**config.mk**
```make
export PLATFORM = sky130hd
export DESIGN_NAME = list_dma_walker
export DESIGN_NICKNAME = d
export VERILOG_FILES = /design/src/rtl/lwalk_pkg.sv /design/src/rtl/lwalk_hdr_decode.sv /design/src/rtl/lwalk_cost_acc.sv /design/src/rtl/lwalk_word_hold.sv /design/src/rtl/list_dma_walker.sv
export SDC_FILE = /design/constraint.sdc
export NUM_CORES = 1
export LEC_CHECK = 0
export ABC_AREA = 1
export BUFFER_PORTS_ARGS = -buffer_cell sky130_fd_sc_hd__buf_2
export CORE_AREA = 8 8 149 151
export CTS_CLUSTER_DIAMETER = 50
export DETAILED_ROUTE_END_ITERATION = 7
export DIE_AREA = 0 0 157 159
export HOLD_SLACK_MARGIN = 0.08
export PLACE_DENSITY = 0.81
export SYNTH_ARGS = -nofsm -noshare
export SYNTH_HDL_FRONTEND = slang
export SYNTH_HIERARCHICAL = 1
export SYNTH_SLANG_ARGS = --single-unit
```
**constraint.sdc**
```tcl
create_clock -name clk -period 2.1 [get_ports clk]
set_clock_uncertainty 0.05 [all_clocks]
set_input_delay 0.105 -clock clk [delete_from_list [all_inputs] [get_ports clk]]
set_output_delay 0.105 -clock clk [all_outputs]
set_load 0.1 [all_outputs]
```
**src/rtl/lwalk_pkg.sv**
```systemverilog
// Shared types for the linked-list walker.
// Assumes a 32-bit header: length in the top byte, link in the low 24 bits.
package lwalk_pkg;
    localparam int WORD_W = 32;
    localparam int LEN_W  = 8;
    localparam int LINK_W = 24;

    typedef enum logic [2:0] {
        W_IDLE, W_NODE, W_HDR_REQ, W_HDR_WAIT,
        W_PAY_REQ, W_PAY_WAIT, W_PAY_SEND, W_DONE
    } walk_state_t;

    typedef struct packed {
        logic [LEN_W-1:0]  len;
        logic [LINK_W-1:0] link;
    } node_hdr_t;
endpackage

```
**src/rtl/lwalk_hdr_decode.sv**
```systemverilog
// Splits a header word into length and link and computes the node's cost.
// Purely combinational; assumes the word is a valid header when used.
module lwalk_hdr_decode
    import lwalk_pkg::*;
#(
    parameter int COST_W    = 32,
    parameter int NODE_COST = 10,
    parameter int PAY_COST  = 5
) (
    input  logic [WORD_W-1:0] word,
    output logic [LEN_W-1:0]  len,
    output logic [LINK_W-1:0] link,
    output logic              len_zero,
    output logic [COST_W-1:0] cost_inc
);
    node_hdr_t hdr;

    // Field split and cost of one node
    always_comb begin
        hdr      = node_hdr_t'(word);
        len      = hdr.len;
        link     = hdr.link;
        len_zero = (hdr.len == '0);
        cost_inc = COST_W'(NODE_COST);
        if (!len_zero)
            cost_inc = cost_inc + COST_W'(PAY_COST) + COST_W'(hdr.len);
    end
endmodule

```
**src/rtl/lwalk_cost_acc.sv**
```systemverilog
// Accumulates the walk cost and counts visited nodes against the loop limit.
// Assumes clear and add never coincide.
module lwalk_cost_acc #(
    parameter int COST_W     = 32,
    parameter int LOOP_LIMIT = 8192,
    localparam int CNT_W     = $clog2(LOOP_LIMIT + 1)
) (
    input  logic              clk,
    input  logic              rst_n,
    input  logic              clear,
    input  logic              add,
    input  logic [COST_W-1:0] inc,
    output logic [COST_W-1:0] total,
    output logic              any_node,
    output logic              at_limit
);
    logic [CNT_W-1:0] node_cnt;

    // Cost sum and node count registers
    always_ff @(posedge clk) begin
        if (!rst_n || clear) begin
            total    <= '0;
            node_cnt <= '0;
        end else if (add) begin
            total    <= total + inc;
            node_cnt <= node_cnt + 1'b1;
        end
    end

    // Limit and first-node flags
    always_comb begin
        any_node = (node_cnt != '0);
        at_limit = (node_cnt == CNT_W'(LOOP_LIMIT));
    end
endmodule

```
**src/rtl/lwalk_word_hold.sv**
```systemverilog
// One-word holding stage between the memory response and the consumer.
// Assumes load only arrives while empty.
module lwalk_word_hold #(
    parameter int DATA_W = 32
) (
    input  logic              clk,
    input  logic              rst_n,
    input  logic              load,
    input  logic [DATA_W-1:0] load_data,
    input  logic              out_ready,
    output logic              out_valid,
    output logic [DATA_W-1:0] out_data
);
    // Capture a word and keep it until the consumer takes it
    always_ff @(posedge clk) begin
        if (!rst_n) begin
            out_valid <= 1'b0;
            out_data  <= '0;
        end else if (load) begin
            out_valid <= 1'b1;
            out_data  <= load_data;
        end else if (out_valid && out_ready) begin
            out_valid <= 1'b0;
        end
    end
endmodule

```
**src/rtl/list_dma_walker.sv**
```systemverilog
// Walks a linked list of command nodes and streams their payloads.
// Assumes one outstanding read at a time and a memory response that
// arrives at least one cycle after the request is accepted.
module list_dma_walker
    import lwalk_pkg::*;
#(
    parameter int MEM_AW     = 21,
    parameter int COST_W     = 32,
    parameter int LOOP_LIMIT = 8192,
    parameter int NODE_COST  = 10,
    parameter int PAY_COST   = 5
) (
    input  logic              clk,
    input  logic              rst_n,
    input  logic              start,
    input  logic [23:0]       start_addr,
    input  logic              step_mode,
    output logic              busy,
    output logic              done,
    output logic              loop_err,
    output logic [COST_W-1:0] cost,
    output logic [23:0]       stop_addr,
    output logic              rd_req_valid,
    input  logic              rd_req_ready,
    output logic [MEM_AW-1:0] rd_req_addr,
    input  logic              rd_rsp_valid,
    input  logic [31:0]       rd_rsp_data,
    output logic              snk_valid,
    input  logic              snk_ready,
    output logic [31:0]       snk_data
);
    localparam logic [MEM_AW-1:0] WORD_STEP = MEM_AW'(4);
    localparam int END_BIT = LINK_W - 1;

    walk_state_t       state;
    logic [LINK_W-1:0] cur_addr;
    logic [MEM_AW-1:0] rd_ptr;
    logic [LEN_W-1:0]  remaining;
    logic              step_q;

    logic [LEN_W-1:0]  hdr_len;
    logic [LINK_W-1:0] hdr_link;
    logic              hdr_len_zero;
    logic [COST_W-1:0] hdr_cost;
    logic              acc_clear, acc_add, any_node, at_limit;
    logic              hold_load;

    lwalk_hdr_decode #(
        .COST_W(COST_W), .NODE_COST(NODE_COST), .PAY_COST(PAY_COST)
    ) u_dec (
        .word(rd_rsp_data), .len(hdr_len), .link(hdr_link),
        .len_zero(hdr_len_zero), .cost_inc(hdr_cost)
    );

    lwalk_cost_acc #(
        .COST_W(COST_W), .LOOP_LIMIT(LOOP_LIMIT)
    ) u_acc (
        .clk(clk), .rst_n(rst_n), .clear(acc_clear), .add(acc_add),
        .inc(hdr_cost), .total(cost), .any_node(any_node), .at_limit(at_limit)
    );

    lwalk_word_hold #(
        .DATA_W(WORD_W)
    ) u_hold (
        .clk(clk), .rst_n(rst_n), .load(hold_load), .load_data(rd_rsp_data),
        .out_ready(snk_ready), .out_valid(snk_valid), .out_data(snk_data)
    );

    // Strobes into the helpers and port views of the state
    always_comb begin
        acc_clear    = (state == W_IDLE) && start;
        acc_add      = (state == W_HDR_WAIT) && rd_rsp_valid;
        hold_load    = (state == W_PAY_WAIT) && rd_rsp_valid;
        rd_req_valid = (state == W_HDR_REQ) || (state == W_PAY_REQ);
        rd_req_addr  = rd_ptr;
        busy         = (state != W_IDLE);
        done         = (state == W_DONE);
    end

    // Walk sequencer: node checks, header fetch, payload fetch and forward
    always_ff @(posedge clk) begin
        if (!rst_n) begin
            state     <= W_IDLE;
            cur_addr  <= '0;
            rd_ptr    <= '0;
            remaining <= '0;
            step_q    <= 1'b0;
            loop_err  <= 1'b0;
            stop_addr <= '0;
        end else begin
            case (state)
                W_IDLE: if (start) begin
                    cur_addr <= start_addr;
                    step_q   <= step_mode;
                    loop_err <= 1'b0;
                    state    <= W_NODE;
                end
                W_NODE: begin
                    if (cur_addr[END_BIT] || (step_q && any_node)) begin
                        stop_addr <= cur_addr;
                        state     <= W_DONE;
                    end else if (at_limit) begin
                        stop_addr <= cur_addr;
                        loop_err  <= 1'b1;
                        state     <= W_DONE;
                    end else begin
                        rd_ptr <= {cur_addr[MEM_AW-1:2], 2'b00};
                        state  <= W_HDR_REQ;
                    end
                end
                W_HDR_REQ: if (rd_req_ready) state <= W_HDR_WAIT;
                W_HDR_WAIT: if (rd_rsp_valid) begin
                    cur_addr  <= hdr_link;
                    remaining <= hdr_len;
                    rd_ptr    <= rd_ptr + WORD_STEP;
                    state     <= hdr_len_zero ? W_NODE : W_PAY_REQ;
                end
                W_PAY_REQ: if (rd_req_ready) state <= W_PAY_WAIT;
                W_PAY_WAIT: if (rd_rsp_valid) begin
                    rd_ptr <= rd_ptr + WORD_STEP;
                    state  <= W_PAY_SEND;
                end
                W_PAY_SEND: if (snk_valid && snk_ready) begin
                    remaining <= remaining - 1'b1;
                    state     <= (remaining == LEN_W'(1)) ? W_NODE : W_PAY_REQ;
                end
                W_DONE: state <= W_IDLE;
                default: state <= W_IDLE;
            endcase
        end
    end
endmodule

```
==> impl_table.tex <==
\begin{tabular}{lr}
\hline
Metric & Value \\
\hline
\multicolumn{2}{l}{\textbf{Status}} \\
\quad Status & complete, but fails checks \\
\quad Failing checks & setup timing \\
\multicolumn{2}{l}{\textbf{Floorplanning}} \\
\quad Initial cell density of the core & 51.0\% \\
\quad Die Area & 25000 um2 \\
\quad Number of standard-cell rows in the floorplan & 52 \\
\quad IO Count & 177 \\
\quad Die height & 159 um \\
\quad Core Region & 19800 um2 \\
\quad Die width & 157 um \\
\multicolumn{2}{l}{\textbf{Clock tree}} \\
\quad Clock transition at the registers of the reported paths & 0.07 ns \\
\quad Worst-skew pair later-pin latency & 0.43 ns \\
\quad Clock Root Buffer & sky130\_fd\_sc\_hd\_\_clkbuf\_16 \\
\quad Count of H-tree levels built during CTS & 4 \\
\quad CTS tree & built \\
\quad Inserted Clock Buffers & 17 \\
\quad Clock buffer depth & 2 \\
\quad Number of clock sinks & 159 \\
\multicolumn{2}{l}{\textbf{Worst setup path}} \\
\quad Arrival time at the worst endpoint & 2.68 ns \\
\quad CP Class & reg2reg \\
\quad Crit path required time & 2.40 ns \\
\quad Category of the worst setup path launch point & flip-flop \\
\quad Element type at the critical path end & flip-flop \\
\quad Flop2flop setup slack & -0.28 ns \\
\quad Maximum fanout along the worst path & 8 \\
\multicolumn{2}{l}{\textbf{Logic synthesis}} \\
\quad Leading cell type by number of instances after synthesis & sky130\_fd\_sc\_hd\_\_nand2\_1 \\
\quad Yosys top cell by area & sky130\_fd\_sc\_hd\_\_dfxtp\_1 \\
\quad Mean cell area of the mapped netlist & 6.16 um2 \\
\quad Mapped Area & 10100 um2 \\
\quad Share of async-settable or async-resettable flops after synthesis & 0\% \\
\quad Most used standard cells in the synthesized netlist & 416 x sky130\_fd\_sc\_hd\_\_nand2\_1, 286 x sky130\_fd\_sc\_hd\_\_nor2\_1, 215 x sky130\_fd\_sc\_hd\_\_inv\_1 \\
\quad Top flip-flop cell by instance count after synthesis & sky130\_fd\_sc\_hd\_\_dfxtp\_1 \\
\quad Total number of yosys warnings & 6 \\
\quad Post-synth EDFFs & 0 \\
\quad Number of instances in the synthesized netlist & 1645 \\
\quad Post-synthesis register bit count & 159 \\
\quad Top post-synthesis cells by area & sky130\_fd\_sc\_hd\_\_dfxtp\_1 31\%, sky130\_fd\_sc\_hd\_\_nand2\_1 15\%, sky130\_fd\_sc\_hd\_\_nor2\_1 11\%, sky130\_fd\_sc\_hd\_\_inv\_1 8.0\%, sky130\_fd\_sc\_hd\_\_o21ai\_0 6.2\% \\
\quad Count of distinct cell types in the synthesized netlist & 41 \\
\quad Area share of the largest cell type after synthesis & 31.4\% \\
\quad Fraction of the yosys area taken by sequential cells & 31.4\% \\
\multicolumn{2}{l}{\textbf{Flow run}} \\
\quad Max-cap violation count & 0 \\
\multicolumn{2}{l}{\textbf{Route}} \\
\quad DRT Pass-1 Iters & 6 \\
\quad DRC & 0 \\
\quad Avg WL per Cell & 15.0 um \\
\quad Via density per instance & 5.28 \\
\quad Antenna-violating nets left & 0 \\
\quad Drt first-iter violations & 944 \\
\quad Wirelength, routed & 32700 um \\
\quad Total number of vias & 11.5k \\
\multicolumn{2}{l}{\textbf{GRT}} \\
\quad Number of antenna violations at the first check in global routing & 1 \\
\quad First-pass GRT wire length & 50500 um \\
\quad Vias in the first global route & 10.9k \\
\quad Total track usage & 24.6\% \\
\quad Largest net degree at the start of global routing & 54 \\
\quad GR Overflow Total & 0 \\
\multicolumn{2}{l}{\textbf{Power and ir drop}} \\
\quad Pleak & 0.00679 uW \\
\quad Power density of the placed cells & 1080 nW/um2 \\
\quad Peak supply drop & 0.000763 V \\
\quad Final Power & 14000 uW \\
\multicolumn{2}{l}{\textbf{STA}} \\
\quad Setup ws final & -0.284 ns \\
\quad Setup repair after global routing missed its margin & true \\
\quad Setup violation total in the final timing report & 25 \\
\quad Minimum clock period & 2.38 ns \\
\quad Worst slew margin & 59.8\% \\
\quad Worst slew pin tran & 0.600 ns \\
\quad Number of slew-limit violations in the final report & 0 \\
\quad Final Hold Viols & 0 \\
\quad Final critical-path share of the clock period & 114\% \\
\quad Worst-case hold slack & 0.121 ns \\
\quad Top achievable clock speed & 419 MHz \\
\multicolumn{2}{l}{\textbf{Placement}} \\
\quad Routability cong. & 0.941 \\
\quad Post-DP HPWL & 22000 um \\
\quad Setup slack after placement & -0.303 ns \\
\quad Total of buffers placed on input and output ports & 174 \\
\multicolumn{2}{l}{\textbf{Cells and area}} \\
\quad Layout cell share with drive strength beyond 1 & 21.7\% \\
\quad Final nets & 1992 \\
\quad Synthesis-to-finish area growth & 27.7\% \\
\multicolumn{2}{l}{\textbf{Hold path}} \\
\quad Path class of the lowest-slack min-delay path & in2reg \\
\hline
\end{tabular}
==> routing by layer <==
| metal | global-route usage, % | routed length (um) | up-vias |
|---|---|---|---|
| met5 | 0 | 0 | - |
| li1 | - | - | 5562 |
| met3 | 4.67 | 2700 | 134 |
| met1 | 27.5 | 12300 | 5230 |
| met4 | 13.9 | 1610 | 0 |
| met2 | 42.9 | 16100 | 568 |
==> sequential cells by signal, indices dropped and copies added, names as in the netlist <==
name,count
u_acc/total,32
u_hold/out_data,32
cur_addr,24
stop_addr,24
rd_req_addr,19
u_acc/node_cnt,14
remaining,8
state,3
loop_err,1
step_q,1
u_hold/out_valid,1
==> worst paths after layout <==
kind,start,endpoint,cells after the start
worst max-delay path,u_acc/node_cnt[8],rd_req_addr[9],14
worst min register to register,u_hold/out_valid,u_hold/out_valid,2
worst max register to register,u_acc/node_cnt[8],rd_req_addr[9],14
worst min-delay path,rd_rsp_data[31],remaining[7],4
==> layout make-up <==
type	instances	area [um2]
Fill cell	1635	6920
Sequential cell	159	3230
Tap cell	270	338
Clock buffer	18	439
Multi-Input combinational cell	1175	5700
Timing Repair Buffer	314	2210
Antenna cell	1	2.50
Clock inverter	14	163
Inverter	224	843
==> power by group <==
| part | switching (uW) | total (uW) | internal [uW] |
|---|---|---|---|
| Sequential | 550 | 4100 | 3560 |
| Combinational | 4880 | 6720 | 1840 |
| Clock | 1490 | 3130 | 1640 |
| Total | 6930 | 14000 | 7030 |
==> through the flow <==
step           utilization [%]  setup TNS, ns  area, um2  std cells
2_1_floorplan                -              0      10300       1668
3_3_place_gp              57.2          -6.46      11300       2068
3_5_place_dp              57.2         -10.06      11300       2068
4_1_cts                   63.7          -3.12      12600       2165
5_1_grt                   65.1          -8.33      12900       2175
6_report                  65.1          -4.61      12900       2175
==> logic make-up (layout without fill, tap and decap cells) <==
family / count (synthesis) / count (layout) / share of synthesized area [%]
compound gates: 246 / 246 / 12.8
xor+xnor: 21 / 21 / 1.82
fa+ha+maj: 38 / 38 / 4.77
simple gates: 845 / 845 / 34.0
other cells: 2 / 26 / 0.0742
buf+inv: 334 / 570 / 15.1
flops: 159 / 159 / 31.4
==> critical path: stages, from the launching register on <==
cell	delay, ns
sky130_fd_sc_hd__dfxtp_2	0.33
sky130_fd_sc_hd__inv_2	0.05
sky130_fd_sc_hd__nand4_1	0.12
sky130_fd_sc_hd__nor4_2	0.27
sky130_fd_sc_hd__nand4_1	0.15
sky130_fd_sc_hd__or2_1	0.26
sky130_fd_sc_hd__a21oi_2	0.17
sky130_fd_sc_hd__nand2_2	0.10
sky130_fd_sc_hd__nand2_4	0.11
sky130_fd_sc_hd__inv_4	0.06
sky130_fd_sc_hd__nor2_4	0.17
sky130_fd_sc_hd__buf_12	0.12
sky130_fd_sc_hd__clkbuf_16	0.14
sky130_fd_sc_hd__nand2_1	0.07
sky130_fd_sc_hd__a21oi_2	0.13
==> placed cells by master, fill, tap and decap left out, types with 33 or more instances in the layout <==
master / synthesis / routed
sky130_fd_sc_hd__dlygate4sd3_1: 0 / 61
sky130_fd_sc_hd__buf_4: 62 / 67
sky130_fd_sc_hd__buf_2: 19 / 174
sky130_fd_sc_hd__dfxtp_2: 0 / 36
sky130_fd_sc_hd__nand3_1: 81 / 78
sky130_fd_sc_hd__dfxtp_1: 159 / 123
sky130_fd_sc_hd__a21oi_1: 73 / 67
sky130_fd_sc_hd__nand2_1: 416 / 408
sky130_fd_sc_hd__nor2_1: 286 / 266
sky130_fd_sc_hd__inv_1: 215 / 211
sky130_fd_sc_hd__o21ai_0: 126 / 119
sky130_fd_sc_hd__ha_1: 37 / 33
==> repair_timing <==
| item | CTS | global route |
|---|---|---|
| hold buffers | 61 | 0 |
| buffers inserted | 4 | 7 |
| pin swaps | 4 | 17 |
| endpoints found under the hold margin | 69 | 0 |
| resized for setup | 18 | 57 |
| cloned | 0 | 2 |
| endpoints found under the setup margin | 75 | 68 |
(Power assumes the default switching activity.)
